==> src/rtl/spi_ws_pkg.sv <==
package spi_ws_pkg;

  // Events seen by the shifter after pin synchronisation
  typedef struct packed {
    logic act;   // chip-select asserted
    logic rise;  // SCLK rising edge while selected
    logic fall;  // SCLK falling edge while selected
    logic mosi;  // synchronised MOSI level
  } spi_evt_t;

  localparam int unsigned PIN_COUNT = 3;

endpackage

==> src/rtl/spi_ws_chain.sv <==
module spi_ws_chain #(
  parameter int   STAGES  = 2,
  parameter logic RST_VAL = 1'b0
) (
  input  logic clk,
  input  logic rst_n,
  input  logic d,
  output logic q
);

  logic [STAGES-1:0] st;

  always_ff @(posedge clk or negedge rst_n) begin
    if (!rst_n) st <= {STAGES{RST_VAL}};
    else        st <= {st[STAGES-2:0], d};
  end

  assign q = st[STAGES-1];

endmodule

==> src/rtl/spi_ws_sync.sv <==
module spi_ws_sync
  import spi_ws_pkg::*;
#(
  parameter int STAGES = 2
) (
  input  logic     clk,
  input  logic     rst_n,
  input  logic     sclk_pin,
  input  logic     cs_n_pin,
  input  logic     mosi_pin,
  output spi_evt_t evt
);

  // index 0: sclk, 1: cs_n, 2: mosi
  localparam logic [PIN_COUNT-1:0] RST_VEC = 3'b010;

  logic [PIN_COUNT-1:0] pins;
  logic [PIN_COUNT-1:0] synced;
  logic                 sclk_last;

  assign pins = {mosi_pin, cs_n_pin, sclk_pin};

  generate
    for (genvar k = 0; k < PIN_COUNT; k++) begin : g_pin
      spi_ws_chain #(
        .STAGES (STAGES),
        .RST_VAL(RST_VEC[k])
      ) u_chain (
        .clk  (clk),
        .rst_n(rst_n),
        .d    (pins[k]),
        .q    (synced[k])
      );
    end
  endgenerate

  always_ff @(posedge clk or negedge rst_n) begin
    if (!rst_n) sclk_last <= 1'b0;
    else        sclk_last <= synced[0];
  end

  always_comb begin
    evt.act  = ~synced[1];
    evt.rise = ~synced[1] &  synced[0] & ~sclk_last;
    evt.fall = ~synced[1] & ~synced[0] &  sclk_last;
    evt.mosi = synced[2];
  end

endmodule

==> src/rtl/spi_ws_fifo.sv <==
module spi_ws_fifo #(
  parameter int W     = 16,
  parameter int DEPTH = 16
) (
  input  logic         clk,
  input  logic         rst_n,
  input  logic         in_valid,
  output logic         in_ready,
  input  logic [W-1:0] in_data,
  output logic         out_valid,
  input  logic         out_ready,
  output logic [W-1:0] out_data
);

  localparam int AW = $clog2(DEPTH);
  localparam logic [AW:0] FULL_LVL = (AW+1)'(DEPTH);

  logic [W-1:0]  mem [DEPTH];
  logic [AW-1:0] wr_ptr, rd_ptr;
  logic [AW:0]   level;
  logic          push, pop;

  assign in_ready  = (level != FULL_LVL);
  assign out_valid = (level != '0);
  assign out_data  = mem[rd_ptr];
  assign push      = in_valid & in_ready;
  assign pop       = out_valid & out_ready;

  always_ff @(posedge clk) begin
    if (push) mem[wr_ptr] <= in_data;
  end

  always_ff @(posedge clk or negedge rst_n) begin
    if (!rst_n) begin
      wr_ptr <= '0;
      rd_ptr <= '0;
      level  <= '0;
    end else begin
      if (push) wr_ptr <= wr_ptr + 1'b1;
      if (pop)  rd_ptr <= rd_ptr + 1'b1;
      case ({push, pop})
        2'b10:   level <= level + 1'b1;
        2'b01:   level <= level - 1'b1;
        default: level <= level;
      endcase
    end
  end

endmodule

==> src/rtl/spi_ws_shifter.sv <==
module spi_ws_shifter
  import spi_ws_pkg::*;
#(
  parameter int W = 16
) (
  input  logic                 clk,
  input  logic                 rst_n,
  input  spi_evt_t             evt,
  input  logic [$clog2(W)-1:0] len_m1,
  input  logic [W-1:0]         tx_word,
  input  logic                 tx_avail,
  output logic                 tx_take,
  output logic                 underrun_evt,
  output logic                 rx_push,
  output logic [W-1:0]         rx_word,
  output logic                 miso
);

  localparam int LW = $clog2(W);

  logic [LW-1:0] bit_cnt;
  logic [W-1:0]  tx_sh;
  logic [W-1:0]  rx_sh;
  logic [LW-1:0] align_amt;
  logic [LW:0]   len_n;
  logic [W-1:0]  len_mask;
  logic [W-1:0]  aligned;
  logic          word_start;
  logic          last_bit;

  assign align_amt  = LW'(W - 1) - len_m1;
  assign len_n      = {1'b0, len_m1} + 1'b1;
  assign len_mask   = ~({W{1'b1}} << len_n);
  assign aligned    = tx_word << align_amt;
  assign word_start = evt.rise && (bit_cnt == '0);
  assign last_bit   = (bit_cnt == len_m1);

  assign tx_take      = word_start & tx_avail;
  assign underrun_evt = word_start & ~tx_avail;
  assign rx_push      = evt.fall & last_bit;
  assign rx_word      = {rx_sh[W-2:0], evt.mosi} & len_mask;
  assign miso         = tx_sh[W-1];

  // transmit side: load on the first rising edge of a word, then shift
  always_ff @(posedge clk or negedge rst_n) begin
    if (!rst_n) begin
      tx_sh <= '0;
    end else if (!evt.act) begin
      tx_sh <= '0;
    end else if (word_start) begin
      tx_sh <= tx_avail ? aligned : '0;
    end else if (evt.rise) begin
      tx_sh <= {tx_sh[W-2:0], 1'b0};
    end
  end

  // receive side: capture on falling edges and count bits
  always_ff @(posedge clk or negedge rst_n) begin
    if (!rst_n) begin
      rx_sh   <= '0;
      bit_cnt <= '0;
    end else if (!evt.act) begin
      rx_sh   <= '0;
      bit_cnt <= '0;
    end else if (evt.fall) begin
      rx_sh   <= {rx_sh[W-2:0], evt.mosi};
      bit_cnt <= last_bit ? '0 : bit_cnt + 1'b1;
    end
  end

endmodule

==> src/rtl/spi_word_shifter.sv <==
module spi_word_shifter
  import spi_ws_pkg::*;
#(
  parameter int W         = 16,
  parameter int DEPTH     = 16,
  parameter int SYNC_STGS = 2
) (
  input  logic                 clk,
  input  logic                 rst_n,
  input  logic [$clog2(W)-1:0] cfg_len_m1,
  input  logic                 spi_sclk,
  input  logic                 spi_cs_n,
  input  logic                 spi_mosi,
  output logic                 spi_miso,
  input  logic                 tx_valid,
  output logic                 tx_ready,
  input  logic [W-1:0]         tx_data,
  output logic                 rx_valid,
  input  logic                 rx_ready,
  output logic [W-1:0]         rx_data,
  output logic                 tx_underrun,
  output logic                 rx_overrun
);

  spi_evt_t     sync_evt;
  logic [W-1:0] txq_word;
  logic         txq_avail;
  logic         tx_take;
  logic         underrun_evt;
  logic         rx_push;
  logic [W-1:0] rx_word;
  logic         rxq_ready;

  spi_ws_sync #(.STAGES(SYNC_STGS)) u_sync (
    .clk     (clk),
    .rst_n   (rst_n),
    .sclk_pin(spi_sclk),
    .cs_n_pin(spi_cs_n),
    .mosi_pin(spi_mosi),
    .evt     (sync_evt)
  );

  spi_ws_fifo #(.W(W), .DEPTH(DEPTH)) u_txq (
    .clk      (clk),
    .rst_n    (rst_n),
    .in_valid (tx_valid),
    .in_ready (tx_ready),
    .in_data  (tx_data),
    .out_valid(txq_avail),
    .out_ready(tx_take),
    .out_data (txq_word)
  );

  spi_ws_shifter #(.W(W)) u_shift (
    .clk         (clk),
    .rst_n       (rst_n),
    .evt         (sync_evt),
    .len_m1      (cfg_len_m1),
    .tx_word     (txq_word),
    .tx_avail    (txq_avail),
    .tx_take     (tx_take),
    .underrun_evt(underrun_evt),
    .rx_push     (rx_push),
    .rx_word     (rx_word),
    .miso        (spi_miso)
  );

  spi_ws_fifo #(.W(W), .DEPTH(DEPTH)) u_rxq (
    .clk      (clk),
    .rst_n    (rst_n),
    .in_valid (rx_push),
    .in_ready (rxq_ready),
    .in_data  (rx_word),
    .out_valid(rx_valid),
    .out_ready(rx_ready),
    .out_data (rx_data)
  );

  always_ff @(posedge clk or negedge rst_n) begin
    if (!rst_n) begin
      tx_underrun <= 1'b0;
      rx_overrun  <= 1'b0;
    end else begin
      if (underrun_evt)          tx_underrun <= 1'b1;
      if (rx_push && !rxq_ready) rx_overrun  <= 1'b1;
    end
  end

endmodule

==> config.mk <==
export PLATFORM = sky130hd
export DESIGN_NAME = spi_word_shifter
export DESIGN_NICKNAME = d
export VERILOG_FILES = /design/src/rtl/spi_ws_pkg.sv /design/src/rtl/spi_ws_chain.sv /design/src/rtl/spi_ws_sync.sv /design/src/rtl/spi_ws_fifo.sv /design/src/rtl/spi_ws_shifter.sv /design/src/rtl/spi_word_shifter.sv
export SDC_FILE = /design/constraint.sdc
export NUM_CORES = 1
export LEC_CHECK = 0
export ABC_CLOCK_PERIOD_IN_PS = 4500
export BUFFER_PORTS_ARGS = -buffer_cell sky130_fd_sc_hd__buf_2
export CORE_MARGIN = 10
export CORE_UTILIZATION = 62
export CTS_CLUSTER_DIAMETER = 50
export CTS_CLUSTER_SIZE = 14
export DETAILED_ROUTE_END_ITERATION = 16
export GPL_ROUTABILITY_DRIVEN = 0
export HOLD_SLACK_MARGIN = 0.05
export MAX_ROUTING_LAYER = met4
export PLACE_DENSITY = 0.83
export SLEW_MARGIN = 5
export SYNTH_ARGS = -nofsm -noshare
export SYNTH_HDL_FRONTEND = slang
export SYNTH_SLANG_ARGS = --single-unit
==> constraint.sdc <==
create_clock -name clk -period 4.5 [get_ports clk]
set_input_delay 0.45 -clock clk [delete_from_list [all_inputs] [get_ports clk]]
set_output_delay 0.45 -clock clk [all_outputs]
set_load 0.01 [all_outputs]
**Word level (Yosys, flattened, before mapping)**

Memory sizes are Yosys's and may differ from the RTL's.
Cells that the tools add are included.
W data, S select, Z words.

- Add/subtract/negate cells: 11
- Equality and inequality tests: 7
- Shift-type cells: 2
- Muxes and demuxes: 15
- Bitwise gates (word level): 17
- Reduce and logical (&&, ||, !) cells: 10

Operators with widths:

| operator | number |
|---|---|
| $mux W16 | 4 |
| $mux W15 | 2 |
| $add A4 B1 Y4 const B | 5 |
| $pmux W5 S2 | 2 |
| $and A16 B16 Y16 | 1 |
| $not A16 Y16 | 1 |
| $shl A16 B4 Y16 | 1 |
| $shl A16 B5 Y16 const A | 1 |
| $mux W4 | 3 |
| $and A1 B1 Y1 | 11 |
| $add A5 B1 Y5 const B | 2 |
| $ne A5 B5 Y1 const B | 2 |
| $reduce_bool A5 Y1 | 2 |
| $sub A5 B1 Y5 const B | 2 |
| $reduce_bool A2 Y1 | 3 |
| $add A4 B1 Y5 const B | 1 |
| $eq A2 B1 Y1 const B | 2 |
| $eq A2 B2 Y1 const B | 2 |
| $eq A4 B4 Y1 | 1 |
| $logic_not A4 Y1 | 1 |
| $mux W1 | 4 |
| $not A1 Y1 | 4 |
| $sub A4 B4 Y4 const A | 1 |
| $reduce_bool A3 Y1 | 1 |
| 2 further kinds | 3 |

- Bits in registers: 70
- Memory bits (writable): 512
- Input bits: 27
- Word-level logic and storage cells: 79
- Memories: 2

Memories:

| name | words | bits a word | read ports | clocked after memory_dff | write ports | RTL line | source |
|---|---|---|---|---|---|---|---|
| u_rxq.mem | 16 | 16 | 1 | 0 | 1 | spi_ws_fifo.sv:18 | `logic [W-1:0] mem [DEPTH];` |
| u_txq.mem | 16 | 16 | 1 | 0 | 1 | spi_ws_fifo.sv:18 |  |

**Depth between registers and ports, before layout**

- Depth in word-level cells: 8
- Depth in mapped cells: 13
- Depth with buffers taken out: 12

**Hierarchy**

Synthesis repeated with hierarchy kept, for this count alone.

- Cell total of the unflattened synthesis: 1,398
- Area total of the unflattened synthesis: 24,548.5 um^2

Modules (own cells, without submodules):

| module | times used | cells an instance | area an instance (um^2) | seq. area each (um^2) |
|---|---|---|---|---|
| spi_ws_fifo | 2 | 554 | 10,860.4 | 8,012.7 |
| spi_ws_shifter | 1 | 274 | 2,556.2 | 875.8 |
| spi_ws_chain at u_sync.g_pin[0].u_chain ... | 2 | 2 | 50.0 | 50.0 |
| spi_word_shifter | 1 | 5 | 67.6 | 50.0 |
| spi_ws_chain at u_sync.g_pin[1].u_chain | 1 | 2 | 52.6 | 52.6 |
| spi_ws_sync | 1 | 5 | 51.3 | 25.0 |

**Worst setup path after synthesis**

Ideal clock, no wire load.

- Path type: input-to-reg
- Start: input cfg_len_m1[1]
- End: memory u_rxq.mem[3][0], enable pin
- Setup time: 0.409 ns
- Data arrival time: 3.149 ns
- Slack: 0.942 ns
- Cell stages on the path: 7
- Path through: clkbuf_1 > xor2_1 > nor4_1 > nand2_1 > a21oi_1 > nand2_1 > nor3_1

- Longest elaborated chain between the ends: 5

RTL lines:

| element | RTL line | source |
|---|---|---|
| start: declaration | spi_word_shifter.sv:10 | `input logic [$clog2(W)-1:0] cfg_len_m1,` |
| $eq A4 B4 Y1 | spi_ws_shifter.sv:36 | `assign last_bit = (bit_cnt == len_m1);` |
| $and A1 B1 Y1 | spi_ws_shifter.sv:40 | `assign rx_push = evt.fall & last_bit;` |
| $and A1 B1 Y1 | spi_ws_fifo.sv:26 | `assign push = in_valid & in_ready;` |
| $mux W1 | spi_ws_fifo.sv:30 | `if (push) mem[wr_ptr] <= in_data;` |
| $mux W1 (implied by the code) | spi_ws_fifo.sv:30 |  |
| end: declaration | spi_ws_fifo.sv:18 |  |

Every way passes these cells.

**Final worst setup path**

- Start: register u_txq.rd_ptr[3]
- End: register u_shift.tx_sh[15]

- Longest elaborated chain between the ends: 5

RTL lines:

| element | RTL line | source |
|---|---|---|
| start: declaration | spi_ws_fifo.sv:19 | `logic [AW-1:0] wr_ptr, rd_ptr;` |
| start signal: assignment | spi_ws_fifo.sv:40 | `if (pop) rd_ptr <= rd_ptr + 1'b1;` |
| $mem_v2 Z16 W16 | - |  |
| $shl A16 B4 Y16 | spi_ws_shifter.sv:34 | `assign aligned = tx_word << align_amt;` |
| $mux W16 | spi_ws_shifter.sv:51 | `tx_sh <= tx_avail ? aligned : '0;` |
| $mux W16 | spi_ws_shifter.sv:50 | `end else if (word_start) begin` |
| $mux W16 | spi_ws_shifter.sv:48 | `end else if (!evt.act) begin` |
| end signal: assignment | spi_ws_shifter.sv:51 |  |
| end signal: assignment | spi_ws_shifter.sv:53 | `tx_sh <= {tx_sh[W-2:0], 1'b0};` |
| end: declaration | spi_ws_shifter.sv:22 | `logic [W-1:0] tx_sh;` |

Every way passes these cells.
A chain may end at the register's enable or synchronous reset.

==> results by group <==
Worst hold path
  – Hold path startpoint: tx_data[8]
  – Worst Hold Class: in2reg
  – Min-Delay Endpoint: u_txq.mem[7][8]
  – WHS Path Cells: 1

Routing
  – Drt drc: 0
  – First DRT Iteration DRCs: roughly 1.7k
  – WL/cell: about 29 um
  – Vias after detailed routing: 12.9k
  – Final wirelength: 55300 um
  – Antenna-violating nets left: 0
  – Vias per cell: ~6.7
  – Drt first pass iters: 6

Synth
  – YS warnings: 0
  – Post-synth EDFFs: 512
  – Synth area leader: edfxtp_1
  – Post-synthesis net count: roughly 1.3k
  – Synth cell types: 66
  – Synth top area cells: edfxtp_1 (64%), mux4_2 (13%), dfrtp_1 (7.1%)
  – Yosys top cell area share: 64.5%
  – Ys flop type: edfxtp_1
  – Syn_area_per_cell: 18.5 um^2
  – Mapped Cells: between 1k and 1.5k
  – Share of synthesized registers carrying an async set or reset: between 10% and 20%
  – Seq cells post-synth: 582
  – Mapped Area: 0.0238 mm^2
  – Sequential share of the synthesized area: 71.8%

Power
  – Clock share of power: 27.7%
  – Sequential Power Share: 46.2%
  – Total chip power: 14.7 mW
  – Max IR drop VDD: 0.467 mV
  – Pleak: 9.04 nW
  – Combinational Power Share: a little over a quarter
  – Int Power: ~10 mW
  – PwrDens: 554 mW/mm^2
  – Net Sw Power: 4.49 mW
  – Sw Share: a little under a third

STA
  – Final Critical Period: approximately 3.6 ns
  – Pins Over Slew Limit: 0
  – Relative slew margins: 18.5%
  – Final hold vios: 0
  – Final setup margin: 0.946 ns
  – # setup viols final: 0
  – RSZ-0062 raised after global routing: no
  – Setup TNS: 0 ns
  – Final Cycle Share: 79.0%
  – Worst slew pin tran: around 1.2 ns
  – Layout Skew: 0.0262 ns
  – F_max: 281 MHz

Final layout
  – Share of cells above drive strength 1: 24.8%
  – Filler cell count: 2263
  – Nets@finish: 1427
  – Most frequent cells in the layout: edfxtp_1 (512), mux4_2 (133), nand2_1 (66), dfrtp_1 (64), clkbuf_16 (52)
  – Area occupied by multi-input gates: 0.00643 mm^2
  – Most common cell after layout, fill and taps aside: edfxtp_1
  – FF/Latch Area: between 0.015 and 0.02 mm^2
  – Finished Core Util: 69.9%
  – Syn-to-layout area delta: 11.0%

Global route
  – Global-route wire length before repair: 84100 um
  – Vias in the first global route: around 13k
  – Global route overflow: 0
  – Largest net degree at the start of global routing: 71
  – Initial antenna violation count: 2
  – GRT Util Overall: 24.7%

Floorplanning
  – Starting density of the core: 63.0%
  – Ports: 48
  – Die area: ~0.047 mm^2
  – CORE AREA: 0.0378 mm^2
  – Die X-Extent: 216 um
  – DIE HEIGHT: 216 um
  – Cell Rows: 71

Clock network
  – Post-CTS setup buffer count: 0
  – Worst-Skew Late Latency: 0.60 ns
  – Post-CTS Hold Buffers: 4
  – TritonCTS clock tree: built
  – Clock sink count: 582
  – CTS Buf Count: between 50 and 60
  – CTS H-Tree Depth: 2
  – CTS root buffer: clkbuf_16
  – CTS-repair resized insts: 0
  – Clock Path Buffers: 3
  – Clock Pin Slew Worst Setup and Hold Paths: 0.06 ns

Worst setup path
  – Reg-to-reg critical path startpoint: u_txq.rd_ptr[3]
  – Max FO, Critical Path: 19
  – Worst setup EP type: flip-flop
  – Critical Path Start Type: flip-flop
  – Critical path class: reg2reg
  – Reg2reg end: u_shift.tx_sh[15]
  – Reg2reg path depth: 7
  – Flop-to-flop setup slack: 0.95 ns
  – Worst EP arrival: 4.09 ns
  – CP required: 5.03 ns

Run
  – Max-cap violations: 0

Place
  – Port bufs: 47
  – Place WS: roughly 0.71 ns
  – Dpl hpwl: around 31000 um

Outcome
  – Status: complete, no violations
registers in the layout, indices dropped and copies added (netlist names):
register and cells:
u_rxq.mem 256, u_txq.mem 256, u_shift.tx_sh 16, u_shift.rx_sh 15
u_sync.g_pin.u_chain.st 6, u_rxq.level 5, u_txq.level 5, u_rxq.rd_ptr 4
u_rxq.wr_ptr 4, u_shift.bit_cnt 4, u_txq.rd_ptr 4, u_txq.wr_ptr 4
rx_overrun 1, tx_underrun 1, u_sync.sclk_last 1
metal layers:
layer	up-vias	wire length, um	GRT usage [%]
met3	117	4640	4.14
li1	5348	-	-
met2	791	28600	40.7
met5	-	0	-
met1	6689	20400	31.0
met4	0	1660	7.97
logic make-up after synthesis:
group	after synthesis	share of synthesized area, %
adder cells (fa/ha/maj)	26	1.43
AND/OR/NAND/NOR	218	4.31
XOR/XNOR	28	1.03
AO/OA/AOI/OAI	163	4.79
buffers and inverters	90	1.64
flip-flops	582	71.8
multiplexers	185	15.0
metrics by stage:
| stage | hold WS [ns] | area (um^2) | cells |
|---|---|---|---|
| 2_1_floorplan | 0.154 | 23800 | 1292 |
| 3_3_place_gp | 0.359 | 24900 | 1828 |
| 3_5_place_dp | 0.356 | 24900 | 1828 |
| 4_1_cts | 0.200 | 26500 | 1919 |
| 5_1_grt | 0.224 | 26500 | 1921 |
| 6_report | 0.223 | 26500 | 1921 |
how the worst max path moves through the flow:
stage                             from                end  cells after the start
floorplan                cfg_len_m1[1]    u_rxq.mem[3][0]                      7
global placement         cfg_len_m1[0]     u_rxq.level[4]                     13
detailed placement       cfg_len_m1[0]     u_rxq.level[4]                     13
CTS                    u_rxq.rd_ptr[0]        rx_data[13]                      4
global route        u_shift.bit_cnt[0]     u_rxq.level[4]                     12
finish                 u_txq.rd_ptr[3]  u_shift.tx_sh[15]                      7
power by group through the flow:
stage | clock [mW] | sequential, mW | combinational, mW
final | 4.06 | 6.77 | 3.81
after global routing | 4.30 | 6.82 | 4.08
after CTS | 4.12 | 6.77 | 3.83
after detailed placement | 0 | 6.87 | 3.78
after global placement | 0 | 6.84 | 3.69
after floorplan | 0 | 6.45 | 2.97
Yosys cell counts (16+ instances only):
| library cell | count |
|---|---|
| a21oi_1 | 29 |
| buf_1 | 16 |
| clkbuf_1 | 38 |
| dfrtp_1 | 68 |
| edfxtp_1 | 512 |
| ha_1 | 24 |
| inv_1 | 16 |
| mux2i_1 | 35 |
| mux4_2 | 133 |
| nand2_1 | 66 |
| nand2b_1 | 23 |
| nor2_1 | 58 |
| o21ai_0 | 30 |
| xnor2_1 | 16 |
final cells by class:
cell class,instances,share of cell area (%)
multi-input combinational,620,24.3
antenna,2,0.0189
tap,511,2.42
sequential,582,64.8
inverter,19,0.270
timing repair buffer,100,2.58
clock inverter,12,0.402
clock buffer,75,5.24
worst max-delay path, cell delays in order, from the launching register on:
cell and delay, ns:
dfrtp_1 0.96, inv_1 0.61, a221o_1 0.45, o21ai_1 0.29, a2bb2oi_1 0.17, mux2_1 0.33, a211oi_1 0.44, a221o_1 0.23
Note: power is estimated with default switching activity, not from simulation.
